`src/rtl/mixer_pkg.sv`:
```
package mixer_pkg;

  typedef enum logic {
    MODE_CLIP   = 1'b0,
    MODE_NOCLIP = 1'b1
  } mix_mode_e;

  localparam int UNLOCK_LEN = 4;

  // Data bytes of the mode-toggle write pattern, in required order.
  function automatic logic [7:0] unlock_byte(input int idx);
    case (idx)
      0:       return 8'hA5;
      1:       return 8'h5A;
      2:       return 8'hC3;
      default: return 8'h3C;
    endcase
  endfunction

endpackage

```
`src/rtl/voice_popcount.sv`:
```
module voice_popcount #(
  parameter int NUM_VOICES = 4,
  parameter int CNT_W      = $clog2(NUM_VOICES + 1)
) (
  input  logic [NUM_VOICES-1:0] bits_in,
  output logic [CNT_W-1:0]      active_cnt
);

  logic [CNT_W-1:0] partial [NUM_VOICES+1];

  assign partial[0] = '0;

  generate
    for (genvar g = 0; g < NUM_VOICES; g++) begin : g_add
      assign partial[g+1] = partial[g] + CNT_W'(bits_in[g]);
    end
  endgenerate

  assign active_cnt = partial[NUM_VOICES];

  // the count of active voices never exceeds the number of voices
  always_comb begin
    p_count_max_r2: assert (active_cnt <= CNT_W'(NUM_VOICES))
      else $error("voice count above voice total");
  end

endmodule

```
`src/rtl/gain_shaper.sv`:
```
module gain_shaper #(
  parameter int LVL_W       = 8,
  parameter int OUT_W       = 8,
  parameter int CLIP_OFFSET = 130,
  parameter int PRE_OFFSET  = 10
) (
  input  logic [LVL_W-1:0] level,
  input  logic             noclip,
  output logic [OUT_W-1:0] shaped
);

  localparam int WIDE_W = LVL_W + 8;
  localparam int MAX_V  = (1 << OUT_W) - 1;

  logic [WIDE_W-1:0] pre_sum;
  logic [WIDE_W-1:0] prod49;
  logic [WIDE_W-1:0] scaled;
  logic [WIDE_W-1:0] post_sum;

  always_comb begin
    // No-clip path moves the offset in front of the gain.
    pre_sum  = WIDE_W'(level) + (noclip ? WIDE_W'(PRE_OFFSET) : '0);
    // Gain 1.53125 = 49/32 = x + x/2 + x/32, kept exact before the final shift.
    prod49   = (pre_sum << 5) + (pre_sum << 4) + pre_sum;
    scaled   = prod49 >> 5;
    post_sum = scaled + (noclip ? '0 : WIDE_W'(CLIP_OFFSET));
    if (post_sum > WIDE_W'(MAX_V)) shaped = '1;
    else                           shaped = post_sum[OUT_W-1:0];
  end

endmodule

```
`src/rtl/unlock_detector.sv`:
```
module unlock_detector
  import mixer_pkg::*;
#(
  parameter int          ADDR_W    = 4,
  parameter int          DATA_W    = 8,
  parameter logic [3:0]  KEY_ADDR  = 4'hE
) (
  input  logic              clk,
  input  logic              rst,
  input  logic              por,
  input  logic              wr_en,
  input  logic [ADDR_W-1:0] wr_addr,
  input  logic [DATA_W-1:0] wr_data,
  output mix_mode_e         mode
);

  localparam int IDX_W = $clog2(UNLOCK_LEN);
  localparam logic [IDX_W-1:0] LAST_IDX = IDX_W'(UNLOCK_LEN - 1);

  logic [IDX_W-1:0] step_q;
  logic             addr_ok;
  logic             hit_next;
  logic             hit_first;

  assign addr_ok   = (wr_addr == ADDR_W'(KEY_ADDR));
  assign hit_next  = addr_ok && (wr_data == DATA_W'(unlock_byte(int'(step_q))));
  assign hit_first = addr_ok && (wr_data == DATA_W'(unlock_byte(0)));

  always_ff @(posedge clk) begin
    if (por) begin
      step_q <= '0;
      mode   <= MODE_CLIP;
    end else if (rst) begin
      step_q <= '0;
    end else if (wr_en) begin
      if (hit_next) begin
        if (step_q == LAST_IDX) begin
          step_q <= '0;
          mode   <= (mode == MODE_CLIP) ? MODE_NOCLIP : MODE_CLIP;
        end else begin
          step_q <= step_q + 1'b1;
        end
      end else if (hit_first) begin
        step_q <= IDX_W'(1);
      end else begin
        step_q <= '0;
      end
    end
  end

  // ordinary reset leaves the mode alone
  p_mode_keep_r7: assert property (@(posedge clk) disable iff (por)
    rst |=> $stable(mode))
    else $error("mode changed across ordinary reset");

  // power-on reset returns to clipping mode
  p_por_clear_r8: assert property (@(posedge clk) disable iff (rst)
    por |=> (mode == MODE_CLIP))
    else $error("mode not cleared by power-on reset");

  // without a write the mode cannot move
  p_idle_hold_r6: assert property (@(posedge clk) disable iff (rst || por)
    !wr_en |=> $stable(mode))
    else $error("mode changed without a write");

endmodule

```
`src/rtl/four_voice_mixer.sv`:
```
module four_voice_mixer
  import mixer_pkg::*;
#(
  parameter int         NUM_VOICES  = 4,
  parameter int         VOL_W       = 4,
  parameter int         OUT_W       = 8,
  parameter int         LEVEL_SHIFT = 1,
  parameter int         CLIP_OFFSET = 130,
  parameter int         PRE_OFFSET  = 10,
  parameter int         ADDR_W      = 4,
  parameter int         DATA_W      = 8,
  parameter logic [3:0] KEY_ADDR    = 4'hE
) (
  input  logic                  clk,
  input  logic                  rst,
  input  logic                  por,
  input  logic [NUM_VOICES-1:0] voice_bits,
  input  logic [VOL_W-1:0]      volume,
  input  logic                  wr_en,
  input  logic [ADDR_W-1:0]     wr_addr,
  input  logic [DATA_W-1:0]     wr_data,
  output logic [OUT_W-1:0]      sample
);

  localparam int CNT_W  = $clog2(NUM_VOICES + 1);
  localparam int PROD_W = CNT_W + VOL_W;
  localparam int LVL_W  = PROD_W + LEVEL_SHIFT;

  logic [CNT_W-1:0]  active_cnt;
  logic [PROD_W-1:0] cnt_x_vol;
  logic [LVL_W-1:0]  level;
  logic [OUT_W-1:0]  shaped;
  mix_mode_e         mode;

  voice_popcount #(
    .NUM_VOICES (NUM_VOICES),
    .CNT_W      (CNT_W)
  ) i_popcount (
    .bits_in    (voice_bits),
    .active_cnt (active_cnt)
  );

  assign cnt_x_vol = PROD_W'(active_cnt) * PROD_W'(volume);
  assign level     = LVL_W'(cnt_x_vol) << LEVEL_SHIFT;

  unlock_detector #(
    .ADDR_W   (ADDR_W),
    .DATA_W   (DATA_W),
    .KEY_ADDR (KEY_ADDR)
  ) i_unlock (
    .clk     (clk),
    .rst     (rst),
    .por     (por),
    .wr_en   (wr_en),
    .wr_addr (wr_addr),
    .wr_data (wr_data),
    .mode    (mode)
  );

  gain_shaper #(
    .LVL_W       (LVL_W),
    .OUT_W       (OUT_W),
    .CLIP_OFFSET (CLIP_OFFSET),
    .PRE_OFFSET  (PRE_OFFSET)
  ) i_shaper (
    .level  (level),
    .noclip (mode == MODE_NOCLIP),
    .shaped (shaped)
  );

  always_ff @(posedge clk) begin
    if (rst || por) sample <= '0;
    else            sample <= shaped;
  end

  // clipping mode never drops below its post-gain offset
  p_clip_floor_r3: assert property (@(posedge clk) disable iff (rst || por)
    (mode == MODE_CLIP) |=> (sample >= OUT_W'(CLIP_OFFSET)))
    else $error("clip-mode sample below offset");

  // no-clip mode stays at or above its scaled floor
  p_noclip_floor_r5: assert property (@(posedge clk) disable iff (rst || por)
    (mode == MODE_NOCLIP) |=> (sample >= OUT_W'((PRE_OFFSET * 49) / 32)))
    else $error("no-clip sample below floor");

  // silent voices give the mode's rest level one cycle later
  p_silent_r2: assert property (@(posedge clk) disable iff (rst || por)
    (voice_bits == '0 && mode == MODE_CLIP) |=> (sample == OUT_W'(CLIP_OFFSET)))
    else $error("silent input did not give rest level");

endmodule

```
`config.mk`:
```
export PLATFORM = sky130hd
export DESIGN_NAME = four_voice_mixer
export DESIGN_NICKNAME = d
export VERILOG_FILES = /design/src/rtl/mixer_pkg.sv /design/src/rtl/voice_popcount.sv /design/src/rtl/gain_shaper.sv /design/src/rtl/unlock_detector.sv /design/src/rtl/four_voice_mixer.sv
export SDC_FILE = /design/constraint.sdc
export NUM_CORES = 1
export LEC_CHECK = 0
export ABC_AREA = 1
export ABC_CLOCK_PERIOD_IN_PS = 12800
export BUFFER_PORTS_ARGS = -buffer_cell sky130_fd_sc_hd__buf_4
export CELL_PAD_IN_SITES_DETAIL_PLACEMENT = 0
export CELL_PAD_IN_SITES_GLOBAL_PLACEMENT = 1
export CORE_MARGIN = 8
export CORE_UTILIZATION = 40
export DETAILED_ROUTE_END_ITERATION = 16
export HOLD_SLACK_MARGIN = 0.05
export PLACE_DENSITY_LB_ADDON = 0.2
export SLEW_MARGIN = 20
export SYNTH_ARGS = -nofsm -noshare
export SYNTH_HDL_FRONTEND = slang
export SYNTH_HIERARCHICAL = 1
export SYNTH_SLANG_ARGS = --single-unit
```
`constraint.sdc`:
```
create_clock -name clk -period 12.8 [get_ports clk]
set_clock_uncertainty 0.05 [all_clocks]
set_input_delay 0 -clock clk [delete_from_list [all_inputs] [get_ports clk]]
set_output_delay 0 -clock clk [all_outputs]
set_load 0.02 [all_outputs]
```
# Word level (Yosys, flattened, before mapping)
# Cells that the tools add are included.
# totals
reg_bits,11
inputBits,24
word_cells,34
output_inout_bits,8
# classes
n_addsub,8
bitwise_logic,1
reduce_logical,6
n_mul,1
order_cmp,1
eq_ne,6
muxes,8
# ops
op,n
16-bit adder,2
8-bit one-hot mux with 3 select lines,1
8-bit by 16-bit adder with 16-bit output,1
8-bit two-way mux,2
11-bit by 8-bit adder with 12-bit output,1
12-bit by 8-bit greater-than comparator with 1-bit output (second input constant),1
8-bit equality test,1
8-bit equality test (second input constant),1
3-bit by 4-bit multiplier with 7-bit output,1
3-bit by 1-bit adder with 3-bit output,2
2-bit equality test (second input constant),2
4-bit equality test (second input constant),1
2-bit two-way mux,2
4-bit two-way mux,1
4-bit AND reduction,1
1-bit by 1-bit adder with 2-bit output,1
2-bit by 1-bit adder with 2-bit output (second input constant),1
2-bit by 1-bit equality test with 1-bit output (second input constant),1
1-bit logical AND,2
2-bit logical NOT,1
1-bit two-way mux,2
2-bit OR reduction,1
1-bit logical OR,1
1-bit NOT,1

# Longest topological paths before layout
# Gate-level depths: netlist of the first run.
# logic_depth
ltp_word,10
mapped_depth,33
depth_no_buf,33

# Modules after synthesis
# The synthesis of the first run kept the hierarchy.
# by_module_without_submodules
mod,seq_area_each_um2,cells_each,instances,area_each_um2
gain_shaper,0.0,149,1,1008.5
four_voice_mixer,160.2,74,1,556.8
unlock_detector,60.1,60,1,366.6
voice_popcount,0.0,8,1,63.8

# Least setup slack after synthesis of the first run
# OpenSTA, ideal clock, no wires.
# synth_timing
path_type,input to register
from,input voice_bits[0]
to,register sample[7]
t_required_ns,12.638
stages,30
n_path_buf,0
setup_ns,0.112
setup_slack_ns,7.143
t_arrival_ns,5.495
path_cell_list,inv_1 fa_1 inv_1 ha_1 ha_1 nand2_1 inv_1 fa_1 ha_1 inv_1 fa_1 inv_1 a21boi_0 nand3_1 xnor2_1 fa_1 ha_1 inv_1 nand2_2 nand3_1 nand2_1 nand2_1 a21oi_1 xor2_1 ha_1 or2_2 a21oi_2 nand3_1 inv_1 nor2_4
# synth_via
elab_chain_len,10
# synth_rtl
element,line,text
"start, declared",four_voice_mixer.sv:17,"input logic [NUM_VOICES-1:0] voice_bits,"
1-bit by 1-bit adder with 2-bit output *,voice_popcount.sv:15,assign partial[g+1] = partial[g] + CNT_W'(bits_in[g]);
3-bit by 1-bit adder with 3-bit output * (2 in a row),voice_popcount.sv:15,
via active_cnt[1],four_voice_mixer.sv:29,logic [CNT_W-1:0] active_cnt;
3-bit by 4-bit multiplier with 7-bit output *,four_voice_mixer.sv:43,assign cnt_x_vol = PROD_W'(active_cnt) * PROD_W'(volume);
via cnt_x_vol[3],four_voice_mixer.sv:30,logic [PROD_W-1:0] cnt_x_vol;
8-bit by 16-bit adder with 16-bit output *,gain_shaper.sv:22,pre_sum = WIDE_W'(level) + (noclip ? WIDE_W'(PRE_OFFSET) : '0);
16-bit adder,gain_shaper.sv:24,prod49 = (pre_sum << 5) + (pre_sum << 4) + pre_sum;
16-bit adder *,gain_shaper.sv:24,
11-bit by 8-bit adder with 12-bit output *,gain_shaper.sv:26,post_sum = scaled + (noclip ? '0 : WIDE_W'(CLIP_OFFSET));
12-bit by 8-bit greater-than comparator with 1-bit output,gain_shaper.sv:27,if (post_sum > WIDE_W'(MAX_V)) shaped = '1;
8-bit two-way mux *,gain_shaper.sv:27,
via shaped[7],four_voice_mixer.sv:32,logic [OUT_W-1:0] shaped;
"end signal, assigned",four_voice_mixer.sv:73,else sample <= shaped;
"end, declared",four_voice_mixer.sv:22,output logic [OUT_W-1:0] sample
# The timed path passes the listed nets; every way through them passes the cells marked *.
# A chain may end at the register's enable or synchronous reset.

# Worst setup path after layout of the first run
# Same ends and word-level chain as after synthesis.

==> run_results.csv, run 1 <==
group,metric,value,unit
outcome,outcome,"complete, no violations",
drt,finalWirelength,3680,um
die,rows,25,
min_path,hp-class,"primary input to flop",
synthesis,synthMuxAreaShare,0,
global_route,grt-ovfl-total,0,
critical_path,slowest_stage,"fa_1",
die,dieWidth,86.6,um
synthesis,syn_inst,291,
drt,met3WireLength,110,um
drt,dr.pass1.iters,4,
layout,drive_gt1_frac,0.237,
synthesis,synthXorXnorAreaFrac,0.0439,
clock_network,cts-htree-levels,1,
global_route,grt_pass1_wl,6990,um
synthesis,ys_types,33,
drt,drt_iter0_drc,36,
placement,place_congestion,0.785,
placement,io_buffers,31,
critical_path,crit_type,"primary input to flop",
clock_network,postCtsResizedCells,0,
synthesis,synth_top_area_share,0.194,
drt,met2_length,1690,um
pwr,irDropWorstVdd,97.1,uV
global_route,grtUsageTotal,0.109,
layout,nFillCells,517,
clock_network,cts_setup_buffers,0,
clock_network,cts_made_buffers,3,
synthesis,syn_avg_cell_area,6.86,um^2
drt,avgViaCountPerCell,4.41,
clock_network,tritoncts,"yes",
placement,place_inst,389,
critical_path,cp.required,12.86,ns
sta,finalSetupTns,0,ns
clock_network,root_buffer,"clkbuf_8",
die,die_h,86.6,um
clock_network,clockBufferDepth,2,
drt,drtAntennaViolNets,0,
synthesis,synthAdderAreaFrac,0.285,
drt,drt-met1-wl,1850,um
sta,rsz0062_at_grt,"no",
critical_path,worstPathArrival,5.96,ns
synthesis,yosysTopAreaCell,"ha_1",
layout,syn_to_final_growth,19.2,%
clock_network,cts_hold_buf,3,
sta,final-hold-violation-count,0,
critical_path,crit_path_end_kind,"flop",
critical_path,cp_max_fo,8,
synthesis,ys_top_cells_by_area,"ha_1 (19%), inv_1 (11%), dfxtp_1 (11%)",
critical_path,critPathLaunchType,"primary input",
sta,clock.fmax,0.169,GHz
run,cap_violations,0,
critical_path,cpMostUsedCell,"inv_1",
critical_path,cpPeakStageDelay,0.53,ns
sta,drv_slew,0,
drt,via_count,1745,
clock_network,clock_sinks,11,
clock_network,clkLatencyLatePin,0.23,ns
die,fp.coreArea,4750,um^2
die,initial_utilization,0.420,
die,io_pins,32,
synthesis,yosys.area_share.simple,0.375,
global_route,grt_pass1_vias,1717,
global_route,grt_max_degree,9,
clock_network,cts.clk_slew.worst_paths,0.05,ns
drt,highest_layer,"met4",
sta,fin_crit,5.90,ns
synthesis,synth_top_family_by_area,"simple AND/OR/NAND/NOR gates",
sta,setup_viol,0,
synthesis,ys_seq_area_frac,0.110,
synthesis,ys_ff_latch,11,
layout,diodes,0,
layout,final_nets,394,
sta,final.period_utilization,0.461,
pwr,leakagePower,1.38,nW
placement,dp_hpwl,3320,um
pwr,power_density,159,nW/um^2
drt,avgRoutedWirePerCell,9.29,um
layout,final_cells,396,
die,die-area,7510,um^2
synthesis,ys.warnings.count,6,
global_route,antenna_found_initial,0,
pwr,power,380,uW
drt,drc,0,
synthesis,synth_compound_area_frac,0.0602,
synthesis,syn_area,2000,um^2
-- through the flow --
step	instance area, um^2	worst slack, ns	hold WS [ns]	utilization
2_1_floorplan	2000	7.14	0.0342	-
3_3_place_gp	2300	6.78	0.162	0.485
3_5_place_dp	2300	6.59	0.161	0.485
4_1_cts	2380	6.83	0.145	0.501
5_1_grt	2380	6.29	0.190	0.501
6_report	2380	6.90	0.142	0.501
-- layer usage --
| layer | vias up | GRT usage |
|---|---|---|
| met5 | - | 0 |
| met4 | 0 | 0.0329 |
| met3 | 2 | 0.0142 |
| met2 | 20 | 0.192 |
| met1 | 745 | 0.133 |
| li1 | 978 | - |
-- critical path: cells and delay by family --
family                     cells  cell delay (ns)
and+or+nand+nor                9             0.98
xor gates and xnor gates       2             0.48
buffers and inverters          8             0.53
AOI/OAI and AO/OA              3             0.81
adders and majority gates      9             3.13
-- state kept, by name (all words and copies together) (netlist names) --
signal / flops
i_unlock/mode: 1
i_unlock/step_q: 2
sample: 8
-- Yosys cell counts (all sizes together) --
cell type,count
a21boi,1
a21o,1
a21oi,12
and2,1
and3,1
buf,1
conb,1
dfxtp,11
fa,9
ha,31
inv,63
nand2,66
nand3,38
nand3b,1
nand4,3
nor2,31
nor3,2
o21ai,3
o21bai,1
or2,4
xnor2,5
xor2,5
-- path summary, 6_finish.rpt --
path | from | depth (start not counted) | endpoint | slack, ns
setup / recovery | voice_bits[0] | 31 | sample[7]$_SDFF_PP0_ | 6.90
hold / removal | wr_data[1] | 6 | i_unlock/step_q[0]$_SDFFE_PP0P_ | 0.14
setup reg to reg | i_unlock/mode$_SDFFE_PP0P_ | 21 | sample[7]$_SDFF_PP0_ | 8.38
hold reg to reg | i_unlock/step_q[0]$_SDFFE_PP0P_ | 2 | i_unlock/step_q[0]$_SDFFE_PP0P_ | 0.48
-- final cells by class --
class                   instances  area, um^2  share of cell area
inverters                      63         236              0.0994
flip-flops and latches         11         220              0.0925
repair buffers                 34         263               0.110
well taps                      67        83.8              0.0352
clock buffers                   4        45.0              0.0189
multi-input cells             217        1530               0.644
-- kinds of logic (layout without fill, tap and decap cells) --
| kind of cell | Yosys count | after routing |
|---|---|---|
| AOI/OAI and AO/OA | 18 | 18 |
| xor gates and xnor gates | 10 | 10 |
| adders and majority gates | 40 | 40 |
| buffers and inverters | 64 | 101 |
| DFF | 11 | 11 |
| other | 1 | 2 |
| and+or+nand+nor | 147 | 147 |
-- placed cells by master (no fill, tap or decap) --
cell type and n:
inv_1 61, nand2_1 56, nand3_1 32, ha_1 31, buf_4 31, nor2_2 15
nor2_1 14, dfxtp_1 11, fa_1 9, nand2_2 8, a21oi_1 7, nand3_2 6
xnor2_1 5, xor2_1 5, a21oi_2 5, nand4_1 3, clkbuf_8 3, dlygate4sd3_1 3
nor2_4 2, conb_1 2, nand2_4 2, inv_2 2, or2_2 2, nor3_1 2
o21ai_0 1, or2_1 1, clkbuf_1 1, a21boi_0 1, and3_1 1, and2_1 1
or2_4 1, a21o_1 1, nand3b_1 1, o21ai_2 1, o21bai_1 1, o21ai_1 1
-- power by group --
part           internal [mW]  switching [mW]
clock                 0.0217          0.0113
combinational          0.123           0.180
sequential            0.0420         0.00174
(Power assumes the default switching activity.)
==> inputs of run 2 (changes only) <==
- ABC_AREA: 1 -> 0
- ABC_CLOCK_PERIOD_IN_PS: 12800 -> 5800
- clock period: 12.8 -> 5.8 ns (I/O delays scaled with it)
==> run_results.csv, run 2 <==
group,metric,value,unit
layout,top_register,"sample",
synthesis,ys_types,60,
critical_path,worstSetupPathDepth,29,
synthesis,async_reset_ff_frac,0,
die,fp.coreArea,4630,um^2
critical_path,crit_type,"primary input to flop",
sta,drv_slew,0,
outcome,outcome,"complete, no violations",
layout,drive_gt1_frac,0.413,
sta,worst_slack,0.241,ns
drt,dr.pass1.iters,4,
sta,final-hold-violation-count,0,
clock_network,cts.clk_slew.worst_paths,0.05,ns
global_route,grtUsageTotal,0.120,
global_route,grt-ovfl-total,0,
die,rows,25,
synthesis,synth_top_area_share,0.205,
global_route,grt_pass1_vias,1727,
critical_path,cp.buffers_inverters,6,
pwr,power,1.07,mW
layout,top_regs,"sample x8, i_unlock/step_q x2, i_unlock/mode x1",
drt,drc,0,
synthesis,synthMuxAreaShare,0.0192,
critical_path,cpMostUsedCell,"inv_1",
placement,place_inst,333,
placement,io_buffers,31,
clock_network,clkLatencyLatePin,0.24,ns
critical_path,critPathLaunchType,"primary input",
sta,clock.fmax,0.180,GHz
layout,diodes,0,
global_route,grt_max_degree,9,
synthesis,synth_flop_cell,"dfxtp_1",
clock_network,cts-htree-levels,1,
critical_path,cpPeakStageDelay,0.54,ns
pwr,irDropWorstVdd,272,uV
layout,nFillCells,415,
synthesis,synth_edf_count,0,
placement,place_ws,-0.199,ns
layout,final_cell_mix,"buf_4 (69), ha_1 (26), and2_1 (19)",
sta,fin_crit,5.56,ns
die,initial_utilization,0.409,
synthesis,ys_seq_area_frac,0.116,
critical_path,cp_max_fo,8,
drt,finalWirelength,4310,um
synthesis,ys.warnings.count,6,
placement,place_congestion,0.782,
die,die_h,84.8,um
synthesis,yosys.area_share.simple,0.296,
min_path,holdPathEnd,"i_unlock/step_q[0]$_SDFFE_PP0P_",
die,dieWidth,84.8,um
sta,final.period_utilization,0.958,
sta,setup_viol,0,
placement,dp_hpwl,3790,um
critical_path,reg2reg_to,"sample[3]$_SDFF_PP0_",
synthesis,ys_ff_latch,11,
synthesis,synth_commonest_cells,"ha_1 (31), and2_1 (19), inv_1 (18), nor2_1 (16), dfxtp_1 (11)",
synthesis,synth_top_family_by_area,"adder cells",
synthesis,yosysTopAreaCell,"ha_1",
min_path,hold_path_depth,4,
layout,layout_commonest_cell,"buf_4",
min_path,hp-class,"primary input to flop",
critical_path,crit_path_end_kind,"flop",
drt,drtAntennaViolNets,0,
critical_path,cp.required,5.88,ns
drt,avgRoutedWirePerCell,12.6,um
critical_path,worstPathArrival,5.64,ns
clock_network,clockBufferDepth,2,
critical_path,reg2reg_from,"i_unlock/mode$_SDFFE_PP0P_",
die,io_pins,32,
pwr,leakagePower,1.31,nW
clock_network,cts_made_buffers,3,
pwr,power_density,397,nW/um^2
clock_network,root_buffer,"clkbuf_8",
synthesis,synth_compound_area_frac,0.164,
layout,syn_to_final_growth,42.7,%
clock_network,tritoncts,"yes",
synthesis,syn_area,1890,um^2
layout,fin_util,0.583,
synthesis,syn_inst,212,
critical_path,slowest_stage,"fa_2",
global_route,grt_pass1_wl,7430,um
clock_network,clock_sinks,11,
synthesis,ys_top_cells_by_area,"ha_1 (21%), dfxtp_1 (12%), fa_1 (9.5%)",
critical_path,ff2ff_setup_slack,1.65,ns
drt,drt_iter0_drc,49,
min_path,holdCritStartpoint,"por",
die,die-area,7190,um^2
run,cap_violations,0,
layout,final_nets,353,
layout,final_cells,342,
critical_path,cp_top_family,"adder cells",
synthesis,synthAdderAreaFrac,0.300,
synthesis,yosysMostFrequentCell,"ha_1",
critical_path,r2r_cells,20,
drt,avgViaCountPerCell,5.21,
synthesis,synthXorXnorAreaFrac,0.0602,
layout,largest_reg_flops,8,
synthesis,syn_avg_cell_area,8.92,um^2
drt,via_count,1781,
global_route,antenna_found_initial,0,
run 2: cell count changes after synthesis, sizes merged, moves of 3 or more:
cell    before  now
nor2b        0    4
nand3       38    9
nor4b        0    3
inv         63   19
nand2       66    5
and2         1   20
and3         1    4
a21oi       12    9
nor2        31   16
nor4         0    5
nand2b       0    3
run 2: cells by family after synthesis:
| logic type | count (synthesis) |
|---|---|
| simple gates | 85 |
| fa+ha+maj | 40 |
| compound gates | 39 |
| buf+inv | 20 |
| xor+xnor | 13 |
| flops | 11 |
| mux | 3 |
| other cells | 1 |
run 2: metal layers:
metal  vias up  GRT usage  wire [um]  part of all wire
met5         -          0          0                 0
met4         0     0.0146          0                 0
met3         0     0.0215        145             0.034
met2        20      0.206       2130              0.49
met1       840      0.154       2040              0.47
li1        921          -          -                 -
run 2: per-stage QoR:
stage | setup TNS (ns) | cell area, um^2 | hold WS, ns
5_1_grt | -0.00218 | 2700 | 0.113
3_5_place_dp | -1.42 | 2480 | 0.157
4_1_cts | 0 | 2560 | 0.0669
6_report | 0 | 2700 | 0.0688
3_3_place_gp | -0.917 | 2480 | 0.154
2_1_floorplan | 0 | 1920 | 0.0268
run 2: worst min-delay path, cell delays in order:
cell	delay, ns
buf_4	0.11
nor2_1	0.06
nand3_1	0.07
nand3_1	0.06
run 2: area by class of cell:
type	instances	area, um^2	share of cell area
Clock inverter	1	5.00	0.00185
Tap cell	54	67.6	0.0250
Timing Repair Buffer	72	548	0.203
Clock buffer	3	41.3	0.0153
Sequential cell	11	220	0.0816
Multi-Input combinational cell	182	1750	0.647
Inverter	19	71.3	0.0264
run 2: power by group:
part / internal [mW] / total, mW / switching (mW)
registers: 0.0933 / 0.0969 / 0.00359
logic: 0.464 / 0.899 / 0.435
clock network: 0.0471 / 0.0757 / 0.0285
total: 0.604 / 1.07 / 0.468
run 2: how the worst max path moves through the flow:
stage             startpoint              endpoint  slack, ns
6_report       voice_bits[0]  sample[3]$_SDFF_PP0_       0.24
5_1_grt        voice_bits[0]  sample[3]$_SDFF_PP0_     -0.002
4_1_cts        voice_bits[0]  sample[3]$_SDFF_PP0_       0.04
3_5_place_dp   voice_bits[0]  sample[3]$_SDFF_PP0_      -0.20
3_3_place_gp   voice_bits[0]  sample[3]$_SDFF_PP0_      -0.14
2_1_floorplan  voice_bits[0]  sample[0]$_SDFF_PP0_       0.03
run 2: what timing repair did:
| action | CTS | global route |
|---|---|---|
| endpoints found under the setup margin | 0 | 8 |
| hold endpoints to repair | 2 | 0 |
| hold buffers | 3 | 0 |
| setup buffers | 0 | 2 |
| gates resized for setup | 0 | 21 |
